[config.mk]
export PLATFORM = sky130hd
export DESIGN_NAME = mc_cell
export DESIGN_NICKNAME = d
export VERILOG_FILES = /design/src/rtl/mc_pkg.sv /design/src/rtl/mc_sum_xor.sv /design/src/rtl/mc_ctrl.sv /design/src/rtl/mc_store.sv /design/src/rtl/mc_cell.sv
export SDC_FILE = /design/constraint.sdc
export NUM_CORES = 1
export LEC_CHECK = 0
export ABC_CLOCK_PERIOD_IN_PS = 2800
export BUFFER_PORTS_ARGS = -buffer_cell sky130_fd_sc_hd__buf_2
export CORE_ASPECT_RATIO = 0.7
export CORE_MARGIN = 1
export CORE_UTILIZATION = 51
export CTS_CLUSTER_SIZE = 16
export DETAILED_ROUTE_END_ITERATION = 10
export GPL_TIMING_DRIVEN = 0
export PLACE_DENSITY = 0.78
export SETUP_SLACK_MARGIN = 0.15
export SYNTH_ARGS = -nofsm -noshare
export SYNTH_HDL_FRONTEND = slang
export SYNTH_SLANG_ARGS = --single-unit
[constraint.sdc]
create_clock -name clk -period 2.8 [get_ports clk]
set_input_delay 0.14 -clock clk [delete_from_list [all_inputs] [get_ports clk]]
set_output_delay 0.14 -clock clk [all_outputs]
set_load 0.01 [all_outputs]
[src/rtl/mc_pkg.sv]
package mc_pkg;

   typedef enum logic [1:0] {
      XS_ZERO   = 2'd0,
      XS_ONE    = 2'd1,
      XS_PT     = 2'd2,
      XS_PT_ALT = 2'd3
   } xor_sel_e;

   typedef enum logic [1:0] {
      DS_XOR     = 2'd0,
      DS_PT      = 2'd1,
      DS_PIN     = 2'd2,
      DS_PIN_ALT = 2'd3
   } dsrc_e;

   typedef enum logic [2:0] {
      FF_D   = 3'd0,
      FF_T   = 3'd1,
      FF_JK  = 3'd2,
      FF_SR  = 3'd3,
      FF_LAT = 3'd4,
      FF_R5  = 3'd5,
      FF_R6  = 3'd6,
      FF_R7  = 3'd7
   } ffmode_e;

   typedef enum logic [1:0] {
      CK_G0 = 2'd0,
      CK_G1 = 2'd1,
      CK_G2 = 2'd2,
      CK_PT = 2'd3
   } clksrc_e;

   typedef enum logic [1:0] {
      AR_OFF  = 2'd0,
      AR_GCLR = 2'd1,
      AR_PT   = 2'd2,
      AR_BOTH = 2'd3
   } arsrc_e;

   typedef struct packed {
      logic     casc_en;
      xor_sel_e xsel;
      dsrc_e    dsrc;
      ffmode_e  mode;
      clksrc_e  cksrc;
      logic     ce_en;
      arsrc_e   arsrc;
      logic     ap_en;
      logic     out_reg;
      logic     fb_reg;
   } mc_ctrl_t;

   localparam int CTRL_W = $bits(mc_ctrl_t);

endpackage

[src/rtl/mc_sum_xor.sv]
module mc_sum_xor #(
   parameter int NPT = 5
) (
   input  logic                 [NPT-1:0] pt,
   input  logic                 [NPT-1:0] mask,
   input  logic                           casc_in,
   input  logic                           casc_en,
   input  logic                           xor_pt,
   input  mc_pkg::xor_sel_e               xsel,
   output logic                           sum,
   output logic                           xo
);
   import mc_pkg::*;

   logic [NPT-1:0] term;
   logic           operand;

   for (genvar i = 0; i < NPT; i++) begin : g_term
      assign term[i] = mask[i] & pt[i];
   end

   assign sum = (|term) | (casc_en & casc_in);

   always_comb begin
      unique case (xsel)
         XS_ZERO: operand = 1'b0;
         XS_ONE:  operand = 1'b1;
         default: operand = xor_pt;
      endcase
   end

   assign xo = sum ^ operand;

endmodule

[src/rtl/mc_ctrl.sv]
module mc_ctrl #(
   parameter int NGCK = 3
) (
   input  logic                clk,
   input  logic                rst_n,
   input  logic [NGCK-1:0]     gclk,
   input  logic                clk_pt,
   input  logic                ce_pt,
   input  logic                ar_pt,
   input  logic                ap_pt,
   input  logic                gclr,
   input  mc_pkg::clksrc_e     cksrc,
   input  logic                ce_en,
   input  mc_pkg::arsrc_e      arsrc,
   input  logic                ap_en,
   output logic                lvl,
   output logic                tick,
   output logic                ar_act,
   output logic                ap_act
);
   import mc_pkg::*;

   localparam int NSRC = NGCK + 1;
   localparam int SW   = $clog2(NSRC);

   logic [NSRC-1:0] src_lvl;
   logic [NSRC-1:0] prev_q;
   logic [SW-1:0]   sel;
   logic            rise;
   logic            use_gck;
   logic            ce_ok;

   assign src_lvl = {clk_pt, gclk};
   assign sel     = SW'(cksrc);
   assign lvl     = src_lvl[sel];

   always_ff @(posedge clk or negedge rst_n) begin
      if (!rst_n) prev_q <= '0;
      else        prev_q <= src_lvl;
   end

   assign rise    = lvl & ~prev_q[sel];
   assign use_gck = (cksrc != CK_PT);
   assign ce_ok   = ~ce_en | ~use_gck | ce_pt;
   assign tick    = rise & ce_ok;

   always_comb begin
      unique case (arsrc)
         AR_OFF:  ar_act = 1'b0;
         AR_GCLR: ar_act = gclr;
         AR_PT:   ar_act = ar_pt;
         default: ar_act = gclr | ar_pt;
      endcase
   end

   assign ap_act = ap_en & ap_pt;

endmodule

[src/rtl/mc_store.sv]
module mc_store #(
   parameter bit SUPPORT_LATCH = 1'b1
) (
   input  logic              clk,
   input  logic              rst_n,
   input  mc_pkg::ffmode_e   mode,
   input  logic              d,
   input  logic              aux,
   input  logic              tick,
   input  logic              lvl,
   input  logic              ar_act,
   input  logic              ap_act,
   output logic              st_q,
   output logic              q
);
   import mc_pkg::*;

   logic is_lat;
   logic nxt;

   if (SUPPORT_LATCH) begin : g_lat
      assign is_lat = (mode == FF_LAT);
   end else begin : g_nolat
      assign is_lat = 1'b0;
   end

   always_comb begin
      unique case (mode)
         FF_T: nxt = st_q ^ d;
         FF_JK: begin
            unique case ({d, aux})
               2'b00:   nxt = st_q;
               2'b01:   nxt = 1'b0;
               2'b10:   nxt = 1'b1;
               default: nxt = ~st_q;
            endcase
         end
         FF_SR: begin
            unique case ({d, aux})
               2'b00:   nxt = st_q;
               2'b10:   nxt = 1'b1;
               default: nxt = 1'b0;
            endcase
         end
         default: nxt = d;
      endcase
   end

   always_ff @(posedge clk or negedge rst_n) begin
      if (!rst_n)             st_q <= 1'b0;
      else if (ar_act)        st_q <= 1'b0;
      else if (ap_act)        st_q <= 1'b1;
      else if (is_lat)        st_q <= lvl ? d : st_q;
      else if (tick)          st_q <= nxt;
   end

   always_comb begin
      if (ar_act)              q = 1'b0;
      else if (ap_act)         q = 1'b1;
      else if (is_lat && lvl)  q = d;
      else                     q = st_q;
   end

endmodule

[src/rtl/mc_cell.sv]
module mc_cell #(
   parameter int NPT           = 5,
   parameter int NGCK          = 3,
   parameter int XOR_PT        = 4,
   parameter int D_PT          = 3,
   parameter int AUX_PT        = 2,
   parameter int CLK_PT        = 1,
   parameter int AR_PT         = 1,
   parameter int CE_PT         = 0,
   parameter int AP_PT         = 0,
   parameter bit SUPPORT_LATCH = 1'b1,
   localparam int CFG_W        = NPT + mc_pkg::CTRL_W
) (
   input  logic              clk,
   input  logic              rst_n,
   input  logic              cfg_load,
   input  logic [CFG_W-1:0]  cfg_word,
   input  logic [NPT-1:0]    pt,
   input  logic              casc_in,
   input  logic [NGCK-1:0]   gclk,
   input  logic              gclr,
   input  logic              pin_in,
   output logic              pin_out,
   output logic              fb_out,
   output logic              casc_out
);
   import mc_pkg::*;

   if (NPT < 1) begin : g_bad_npt
      $error("mc_cell: NPT must be at least 1");
   end
   if (NGCK != 3) begin : g_bad_ngck
      $error("mc_cell: clock select field encodes exactly three global clocks");
   end
   if (XOR_PT >= NPT || D_PT >= NPT || AUX_PT >= NPT || CLK_PT >= NPT ||
       AR_PT >= NPT || CE_PT >= NPT || AP_PT >= NPT) begin : g_bad_idx
      $error("mc_cell: product term role index out of range");
   end

   logic [CFG_W-1:0] cfg_q;
   mc_ctrl_t         ctl;
   logic [NPT-1:0]   mask;

   always_ff @(posedge clk or negedge rst_n) begin
      if (!rst_n)        cfg_q <= '0;
      else if (cfg_load) cfg_q <= cfg_word;
   end

   assign ctl  = mc_ctrl_t'(cfg_q[CTRL_W-1:0]);
   assign mask = cfg_q[CFG_W-1:CTRL_W];

   logic sum, xo;

   mc_sum_xor #(.NPT(NPT)) u_sum (
      .pt      (pt),
      .mask    (mask),
      .casc_in (casc_in),
      .casc_en (ctl.casc_en),
      .xor_pt  (pt[XOR_PT]),
      .xsel    (ctl.xsel),
      .sum     (sum),
      .xo      (xo)
   );

   assign casc_out = sum;

   logic lvl, tick, ar_act, ap_act;

   mc_ctrl #(.NGCK(NGCK)) u_ctrl (
      .clk    (clk),
      .rst_n  (rst_n),
      .gclk   (gclk),
      .clk_pt (pt[CLK_PT]),
      .ce_pt  (pt[CE_PT]),
      .ar_pt  (pt[AR_PT]),
      .ap_pt  (pt[AP_PT]),
      .gclr   (gclr),
      .cksrc  (ctl.cksrc),
      .ce_en  (ctl.ce_en),
      .arsrc  (ctl.arsrc),
      .ap_en  (ctl.ap_en),
      .lvl    (lvl),
      .tick   (tick),
      .ar_act (ar_act),
      .ap_act (ap_act)
   );

   logic din;

   always_comb begin
      unique case (ctl.dsrc)
         DS_XOR:  din = xo;
         DS_PT:   din = pt[D_PT];
         default: din = pin_in;
      endcase
   end

   logic st_q, q;

   mc_store #(.SUPPORT_LATCH(SUPPORT_LATCH)) u_store (
      .clk    (clk),
      .rst_n  (rst_n),
      .mode   (ctl.mode),
      .d      (din),
      .aux    (pt[AUX_PT]),
      .tick   (tick),
      .lvl    (lvl),
      .ar_act (ar_act),
      .ap_act (ap_act),
      .st_q   (st_q),
      .q      (q)
   );

   assign pin_out = ctl.out_reg ? q : xo;
   assign fb_out  = ctl.fb_reg  ? q : xo;

endmodule

==> results.py, run 1 <==
metrics = {
    "status": {
        "outcome": "completed",
    },
    "clocking": {
        "cts-root-buf": "clkbuf_8",
        "cts_buffers": 3,
        "clkSinkCount": 26,
        "worstSkewPairLatency_ns": 0.27,
        "h-tree-depth": 1,
        "cts_tree": "built",
        "clk_pin_slew_worst_paths_ns": 0.08,
        "clock_path_buffers": 2,
    },
    "detailed_routing": {
        "drt-wirelength-per-cell_um": 14.60,
        "firstDrtPassIters": 5,
        "route.met2.wl_mm": 1.311,
        "routed.top_layer": "met4",
        "wirelength_mm": 2.788,
        "vias": 1065,
        "via_per_inst": 5.576,
        "drt_iter0_markers": 43,
        "ant_nets": 0,
        "wl_met1_mm": 1.316,
        "dr_wl_met3_um": 152,
        "drc": 0,
    },
    "floorplan": {
        "die-area_um2": 2855,
        "dieHeight_um": 45.01,
        "rows": 15,
        "io_pins": 38,
        "start_util_pct": 54.39,
        "core_area_um2": 2477,
        "die_w_um": 63.44,
    },
    "layout": {
        "drive_gt1_share_pct": 43.31,
        "fillers": 189,
        "n_antenna_cell": 0,
        "nNetsFinal": 195,
        "fin_area_um2": 1670,
        "instances_no_fill": 191,
        "syn2layout_area_growth_pct": 23.96,
    },
    "timing": {
        "fin_skew_ns": 0.003354,
        "hold_violations": 0,
        "fin_crit_ns": 2.271,
        "period_share_pct": 81.12,
        "max_slew.worst_pin.slew_ns": 0.5755,
        "rsz0062_at_grt": "false",
        "fin_setup_tns_ns": 0,
        "fin_worst_hold_slack_ns": 0.06008,
        "setup_viol": 0,
        "relSlewSlack_pct": 61.63,
        "fmax_mhz": 440.3,
        "maxSlewViolCount": 0,
    },
    "place": {
        "dp_hpwl_mm": 2.185,
        "dp.cells": 183,
        "port_buffers": 37,
        "finalWeightedCongestion": 0.8590,
        "placed_cell_area_um2": 1575,
    },
    "global_routing": {
        "grt_usage_pct": 21.53,
        "grt_pass1_vias": 975,
        "grt_start_max_net_pins": 27,
        "grt_overflow": 0,
        "antenna_found_initial": 0,
        "grt_pass1_wl_mm": 4.567,
    },
    "power_and_ir_drop": {
        "power_density_nw_per_um2": 530.0,
        "leakage_uw": 0.0007728,
        "total_power_uw": 885.3,
        "vdd_drop_max_mv": 0.2959,
    },
    "worst_setup_path": {
        "critPathLaunchType": "register",
        "crit_arrival_ns": 2.42,
        "crit_fanout": 4,
        "path_class": "register to register",
        "required_ns": 2.95,
        "endpoint_kind": "register",
    },
    "synth": {
        "syn_nets": 149,
        "synthCells": 112,
        "synth_area_leader_cell": "dfrtp_1",
        "ys.flop_type": "dfrtp_1",
        "synth_area_leaders": "dfrtp_1 (48%), mux2_2 (17%), a22oi_2 (1.9%), ha_1 (1.9%), inv_1 (1.7%)",
        "syn_area_per_cell_um2": 12.03,
        "synth_common_cells": "dfrtp_1 (26), mux2_2 (20), inv_1 (6), nand2_1 (6)",
        "synth_area_um2": 1348,
        "yosysWarnings": 0,
        "ys_ff_latch": 26,
        "synth_edf_count": 0,
        "ys_async_sr_fraction_pct": 100.0,
        "synth.top_cell.area_share_pct": 48.28,
        "synth_cell_types": 40,
        "ys_seq_area_share_pct": 48.28,
        "synth.most_common_cell": "dfrtp_1",
    },
    "worst_hold_path": {
        "hold_path.class": "input port to register",
    },
    "job": {
        "cap_violations": 0,
    },
}
## layer usage
metal / track usage [%] / up-vias
met1: 30.13 / 519
li1: - / 515
met2: 34.68 / 29
met4: 2.727 / 0
met5: 0 / -
met3: 6.061 / 2
## logic make-up after synthesis
logic type	Yosys count	synth area share, %
DFF	26	48.28
buffers and inverters	9	2.507
and+or+nand+nor	27	12.26
AOI/OAI and AO/OA	24	14.39
muxes	24	20.71
adders and majority gates	2	1.857
## worst max-delay path, cell delays in order (launching register included)
cell and delay, ns:
dfrtp_1 0.40, a22oi_2 0.23, a31oi_1 0.16, nand2b_1 0.21
o21ai_1 0.22, inv_2 0.05, ha_1 0.17, a32o_1 0.21
o31ai_1 0.23, and3_1 0.20, a31oi_1 0.07
## placed cells by master (no fill, tap or decap), types with 3 or more instances in the layout
cell type	Yosys	routed
a31oi_1	3	3
clkbuf_8	0	4
nand4_1	3	3
dlygate4sd3_1	0	4
nand2_1	6	6
o31ai_1	3	3
inv_1	6	6
buf_2	0	37
mux2_2	20	20
o21ai_0	3	3
dfrtp_1	26	26
## flip-flops by register name, summed over array words and instances, names as in the netlist
signal	flops
cfg_q	21
u_ctrl.prev_q	4
u_store.st_q	1
## through the flow
step | worst slack, ns | util (%)
final | 0.5286 | 67.42
after global routing | 0.3168 | 67.42
after CTS | 0.5258 | 67.42
after detailed placement | 0.5565 | 63.59
after global placement | 0.6017 | 63.59
after floorplan | 0.7512 | -
## cell type report
| type | count | area, um2 | area share [%] |
|---|---|---|---|
| multi-input cells | 77 | 663.1 | 39.70 |
| flip-flops and latches | 26 | 650.6 | 38.95 |
| repair buffers | 41 | 225.2 | 13.48 |
| clock buffers | 4 | 55.05 | 3.296 |
| well taps | 34 | 42.54 | 2.547 |
| inverters | 7 | 26.28 | 1.573 |
| plain buffers | 2 | 7.507 | 0.4494 |
## worst paths after layout
check	depth (start not counted)	end	slack, ns	from
min	1	u_ctrl.prev_q[3]$_DFF_PN0_	0.06	pt[1]
max reg2reg	10	u_store.st_q$_DFFE_PN0P_	0.53	cfg_q[19]$_DFFE_PN0P_
min reg2reg	1	cfg_q[3]$_DFFE_PN0P_	0.51	cfg_q[3]$_DFFE_PN0P_
max	10	u_store.st_q$_DFFE_PN0P_	0.53	cfg_q[19]$_DFFE_PN0P_
min in group asynchronous	2	cfg_q[14]$_DFFE_PN0P_	0.39	rst_n
max in group asynchronous	2	u_ctrl.prev_q[3]$_DFF_PN0_	2.03	rst_n
## timing repair
action,CTS,global route
hold buffers,4,0
gates resized for setup,0,0
endpoints found under the hold margin,29,0
buffers inserted,0,0
## report_power, final
part	leakage (uW)	switching, uW	internal (uW)	total, uW
logic	0.000439	93.9	107	201
clock network	0.0000288	111	126	236
registers	0.000305	35.6	412	448
total	0.000773	240	645	885
(Power assumes the default switching activity.)
==> run 2: changes to the inputs <==
- ABC_CLOCK_PERIOD_IN_PS: 2800 -> 1900
- CORE_UTILIZATION: 51 -> 46
- PLACE_DENSITY: 0.78 -> 0.75
- clock period: 2.8 -> 1.9 ns (I/O delays scaled with it)
==> run 2 against run 1 <==
The flow now finishes with violations (setup timing). Core utilization decreased by 3.2 points. Non-clock buffer count increased by 5. Setup slack got worse by 0.80 ns. Register-to-register slack got worse by 0.80 ns. Combinational power increased by 83%. Routed wire length increased by 9.4%. Maximum frequency increased by 4.6%. Clock skew increased by 0.0028 ns. Sequential power increased by 48%. Critical path depth unchanged. Clock-buffer cell count unchanged. Sequential cell count unchanged.
==> results.py, run 2 (synthesis results as in run 1) <==
metrics = {
    "status": {
        "outcome": "finished with violations",
        "failed_checks": "setup timing",
    },
    "layout": {
        "nNetsFinal": 200,
        "largest_register_ffs": 21,
        "regMostFlops": "cfg_q",
        "final_common_cell": "buf_2",
        "fin_area_um2": 1787,
        "syn2layout_area_growth_pct": 32.59,
        "drive_gt1_share_pct": 51.85,
        "n_antenna_cell": 0,
        "reg_top3": "cfg_q: 21 flops, u_ctrl.prev_q: 4 flops, u_store.st_q: 1 flops",
        "fin_util_pct": 64.21,
        "layout_common_cells": "buf_2 (37), dfrtp_1 (26), mux2_2 (20)",
        "fillers": 212,
    },
    "worst_setup_path": {
        "crit_family": "compound AO/OA/AOI/OAI gates",
        "crit_fanout": 3,
        "required_ns": 2.10,
        "endpoint_kind": "register",
        "critPathBufInv": 0,
        "path_class": "register to register",
        "crit_arrival_ns": 2.37,
        "path_cells": "a22oi_2 > a31oi_2 > nand2b_4 > o21ai_4 > ha_4 > nand2b_4 > mux2i_1 > a22oi_1 > and3_1 > a31oi_1",
        "crit_slowest_cell": "dfrtp_1",
        "critPathMaxStageDelay_ns": 0.41,
        "cpMostUsedCell": "nand2b_4",
        "critPathLaunchType": "register",
    },
    "power_and_ir_drop": {
        "leakage_uw": 0.0008157,
        "vdd_drop_max_mv": 0.5242,
        "power_density_nw_per_um2": 777.0,
        "total_power_uw": 1388,
    },
    "place": {
        "dp_slack_ns": -0.3582,
        "dp_hpwl_mm": 2.196,
        "port_buffers": 37,
        "placed_cell_area_um2": 1595,
        "finalWeightedCongestion": 0.7902,
    },
    "timing": {
        "maxSlewViolCount": 0,
        "fmax_mhz": 460.5,
        "relSlewSlack_pct": 61.02,
        "max_slew.worst_pin.slew_ns": 0.5847,
        "period_share_pct": 114.3,
        "fin_setup_tns_ns": -0.5997,
        "setup_ws_ns": -0.2713,
        "fin_crit_ns": 2.171,
        "fin_skew_ns": 0.006170,
        "rsz0062_at_grt": "true",
        "hold_violations": 0,
        "setup_viol": 3,
    },
    "floorplan": {
        "die-area_um2": 3153,
        "io_pins": 38,
        "dieHeight_um": 47.29,
        "rows": 16,
        "core_area_um2": 2783,
        "start_util_pct": 48.43,
        "die_w_um": 66.69,
    },
    "clocking": {
        "clkSinkCount": 26,
        "cts-root-buf": "clkbuf_8",
        "cts_tree": "built",
        "clock_path_buffers": 2,
        "worstSkewPairLatency_ns": 0.27,
        "cts_buffers": 3,
        "clk_pin_slew_worst_paths_ns": 0.09,
        "h-tree-depth": 1,
    },
    "job": {
        "cap_violations": 0,
    },
    "worst_hold_path": {
        "hold_path.class": "input port to register",
    },
    "global_routing": {
        "grt_usage_pct": 21.80,
        "grt_start_max_net_pins": 27,
        "grt_pass1_wl_mm": 4.885,
        "grt_overflow": 0,
        "antenna_found_initial": 0,
        "grt_pass1_vias": 1029,
    },
    "detailed_routing": {
        "firstDrtPassIters": 4,
        "via_per_inst": 5.525,
        "wirelength_mm": 3.050,
        "drc": 0,
        "drt_iter0_markers": 39,
        "ant_nets": 0,
        "vias": 1094,
        "drt-wirelength-per-cell_um": 15.40,
    },
}
run 2: cell count changes in the layout (fill, tap and decap cells not counted), moves of 2 or more:
cell / previous run / this run
buf_4: 0 / 5
ha_1: 2 / 0
nand2b_4: 0 / 2
nand2b_1: 2 / 0
run 2: final timing paths:
kind                                        from                    endpoint  slack, ns  depth (start not counted)
max in group asynchronous                  rst_n  u_ctrl.prev_q[3]$_DFF_PN0_       1.17                          2
max reg2reg                cfg_q[19]$_DFFE_PN0P_    u_store.st_q$_DFFE_PN0P_      -0.27                         10
max                        cfg_q[19]$_DFFE_PN0P_    u_store.st_q$_DFFE_PN0P_      -0.27                         10
min                                        pt[1]  u_ctrl.prev_q[3]$_DFF_PN0_      0.009                          1
min in group asynchronous                  rst_n        cfg_q[8]$_DFFE_PN0P_       0.34                          2
min reg2reg                 cfg_q[4]$_DFFE_PN0P_        cfg_q[4]$_DFFE_PN0P_       0.52                          1
run 2: final cells by class:
cell class	instances	area, um2	share of cell area [%]
multi-input cells	77	739.5	41.39
flip-flops and latches	26	650.6	36.41
repair buffers	46	262.8	14.71
clock buffers	4	55.05	3.081
well taps	36	45.04	2.521
inverters	7	26.28	1.471
plain buffers	2	7.507	0.4202
run 2: what timing repair did:
item                                   CTS  global route
hold buffers                             4             0
setup buffers                            4             1
pin swaps                                8             1
endpoints found under the hold margin   29             0
setup endpoints to repair                3             3
gates resized for setup                 10             1
run 2: routing by layer:
layer	vias up	GRT usage, %	wire, um
li1	523	-	-
met1	534	28.74	1404
met2	33	36.77	1450
met3	4	6.311	166
met4	0	3.830	28
met5	-	0	0
run 2: stage by stage:
stage               cells  hold slack [ns]
CTS                   197         0.008487
detailed placement    185           0.1288
finish                198         0.008918
floorplan             112          -0.2006
global placement      185           0.1099
global route          198         0.005870
run 2: power breakdown:
| group | switching, uW | total, uW | leakage, uW | internal [uW] |
|---|---|---|---|---|
| clock | 173 | 358 | 0.0000288 | 185 |
| combinational | 170 | 368 | 0.000482 | 198 |
| sequential | 55.1 | 662 | 0.000305 | 607 |
| total | 398 | 1390 | 0.000816 | 990 |
==> run 3: changes to the inputs <==
- CORE_UTILIZATION: 46 -> 48
- CTS_BUF_LIST: not set -> sky130_fd_sc_hd__clkbuf_2
- GPL_TIMING_DRIVEN: 0 -> not set
- PLACE_DENSITY: 0.75 -> 0.77
==> run 3 against run 2 <==
The flow still finishes with violations (setup timing). Highest routed layer unchanged. Register-to-register slack lost 0.07 ns. Power down 5.6%. First-iteration DRC count is 7.7% higher. Routed wire length up 20%. Cell count up 15%. Sequential share of layout area fell by 4.6 points.
==> results.py, run 3 (synthesis results as in run 1) <==
metrics = {
    "timing": {
        "setup_viol": 3,
        "fin_setup_tns_ns": -0.8560,
        "fin_skew_ns": 0.007311,
        "max_slew.worst_pin.slew_ns": 0.5862,
        "maxSlewViolCount": 0,
        "setup_ws_ns": -0.3416,
        "period_share_pct": 118.0,
        "rsz0062_at_grt": "true",
        "fmax_mhz": 446.1,
        "fin_crit_ns": 2.242,
        "hold_violations": 0,
        "relSlewSlack_pct": 60.92,
    },
    "worst_setup_path": {
        "required_ns": 2.18,
        "endpoint_kind": "register",
        "ff2ff_setup_slack_ns": -0.34,
        "r2r_start": "cfg_q[14]$_DFFE_PN0P_",
        "crit_arrival_ns": 2.53,
        "rr_endpoint": "u_store.st_q$_DFFE_PN0P_",
        "r2r_cells": 10,
        "critPathLaunchType": "register",
        "path_class": "register to register",
        "crit_fanout": 2,
    },
    "detailed_routing": {
        "drc": 0,
        "firstDrtPassIters": 4,
        "wirelength_mm": 3.666,
        "drt-wirelength-per-cell_um": 16.15,
        "drt_iter0_markers": 42,
        "ant_nets": 0,
        "via_per_inst": 5.515,
        "vias": 1252,
    },
    "power_and_ir_drop": {
        "vdd_drop_max_mv": 0.4095,
        "power_density_nw_per_um2": 641.1,
        "leakage_uw": 0.0009466,
    },
    "place": {
        "dp_hpwl_mm": 2.325,
        "placed_cell_area_um2": 1638,
        "port_buffers": 37,
        "finalWeightedCongestion": 0.8268,
    },
    "clocking": {
        "cts_buffers": 3,
        "cts_tree": "built",
        "h-tree-depth": 1,
        "clk_pin_slew_worst_paths_ns": 0.22,
        "worstSkewPairLatency_ns": 0.35,
        "clkSinkCount": 26,
        "clock_path_buffers": 2,
        "cts-root-buf": "clkbuf_2",
    },
    "layout": {
        "nNetsFinal": 231,
        "reg_top3": "cfg_q: 21 flops, u_ctrl.prev_q: 4 flops, u_store.st_q: 1 flops",
        "layout_common_cells": "buf_2 (37), dfrtp_1 (26), dlygate4sd3_1 (26)",
        "final_common_cell": "buf_2",
        "largest_register_ffs": 21,
        "fin_area_um2": 2043,
        "drive_gt1_share_pct": 48.19,
        "syn2layout_area_growth_pct": 51.62,
        "regMostFlops": "cfg_q",
        "fillers": 165,
        "n_antenna_cell": 0,
    },
    "floorplan": {
        "io_pins": 38,
        "die-area_um2": 3027,
        "rows": 15,
        "core_area_um2": 2552,
        "dieHeight_um": 46.33,
        "die_w_um": 65.33,
        "start_util_pct": 52.79,
    },
    "status": {
        "failed_checks": "setup timing",
        "outcome": "finished with violations",
    },
    "worst_hold_path": {
        "hold_path_depth": 4,
        "holdCritStartpoint": "gclr",
        "hold_path.class": "input port to register",
        "min_to": "u_store.st_q$_DFFE_PN0P_",
    },
    "global_routing": {
        "antenna_found_initial": 0,
        "grt_usage_pct": 27.05,
        "grt_pass1_vias": 1262,
        "grt_start_max_net_pins": 27,
        "grt_overflow": 0,
        "grt_pass1_wl_mm": 5.802,
    },
    "job": {
        "cap_violations": 0,
    },
}
-- run 3: cell types whose count changed in the layout (fill, tap and decap cells not counted), moves of 2 or more --
cell / change
dlygate4sd3_1: +22
ha_1: +2
buf_4: +10
buf_1: -2
clkbuf_2: +3
clkbuf_8: -4
-- run 3: repair_timing --
| action | CTS | global route |
|---|---|---|
| buffers inserted | 7 | 2 |
| hold endpoints to repair | 51 | 0 |
| pin swaps | 8 | 1 |
| resized for setup | 10 | 3 |
| hold buffers | 26 | 0 |
| endpoints found under the setup margin | 3 | 3 |
-- run 3: power by group --
part,internal [uW],switching (uW)
clock network,45.7,158
logic,253,194
registers,608,52.4
-- run 3: routing by layer --
| layer | vias up | routed length, um | GRT usage, % | share of wire [%] |
|---|---|---|---|---|
| li1 | 586 | - | - | - |
| met1 | 602 | 1641 | 33.28 | 45 |
| met2 | 52 | 1734 | 47.22 | 47 |
| met3 | 12 | 190 | 6.436 | 5.2 |
| met4 | 0 | 100 | 10.00 | 2.7 |
| met5 | - | 0 | 0 | 0 |
-- run 3: worst max-delay path by stage --
stage / slack, ns / from / end
after global placement: -0.15 / cfg_q[14]$_DFFE_PN0P_ / u_store.st_q$_DFFE_PN0P_
final: -0.34 / cfg_q[14]$_DFFE_PN0P_ / u_store.st_q$_DFFE_PN0P_
after global routing: -0.40 / cfg_q[16]$_DFFE_PN0P_ / u_store.st_q$_DFFE_PN0P_
after detailed placement: -0.29 / cfg_q[14]$_DFFE_PN0P_ / u_store.st_q$_DFFE_PN0P_
after floorplan: -0.08 / cfg_q[19]$_DFFE_PN0P_ / u_store.st_q$_DFFE_PN0P_
after CTS: -0.27 / cfg_q[16]$_DFFE_PN0P_ / fb_out
-- run 3: cell type report --
type                            instances  area, um2  share of cell area, %
Timing Repair Buffer                   79      569.3                  27.86
Sequential cell                        26      650.6                  31.84
Clock inverter                          1      3.754                 0.1837
Clock buffer                            3      15.01                 0.7348
Inverter                                7      26.28                  1.286
Tap cell                               34      42.54                  2.082
Multi-Input combinational cell         77      735.7                  36.01
-- run 3: stage by stage --
stage               setup slack (ns)  cells  util [%]  hold WS [ns]  total power, uW
floorplan                   -0.07541    112         -       -0.2006            857.1
global placement             -0.1506    188     64.17        0.1097            972.9
detailed placement           -0.2871    188     64.17        0.1239            995.3
CTS                          -0.2653    225     78.82        0.1607             1287
global route                 -0.3961    227     80.05        0.2022             1374
finish                       -0.3416    227     80.05        0.2130             1310
-- run 3: worst max-delay path, stage by stage (launching register included) --
cell      delay, ns
dfrtp_1        0.46
mux2i_2        0.28
nand4_1        0.21
nand2b_4       0.14
o21ai_4        0.07
ha_1           0.29
nand2b_1       0.09
mux2i_1        0.21
a22oi_1        0.11
and3_1         0.20
a31oi_1        0.14
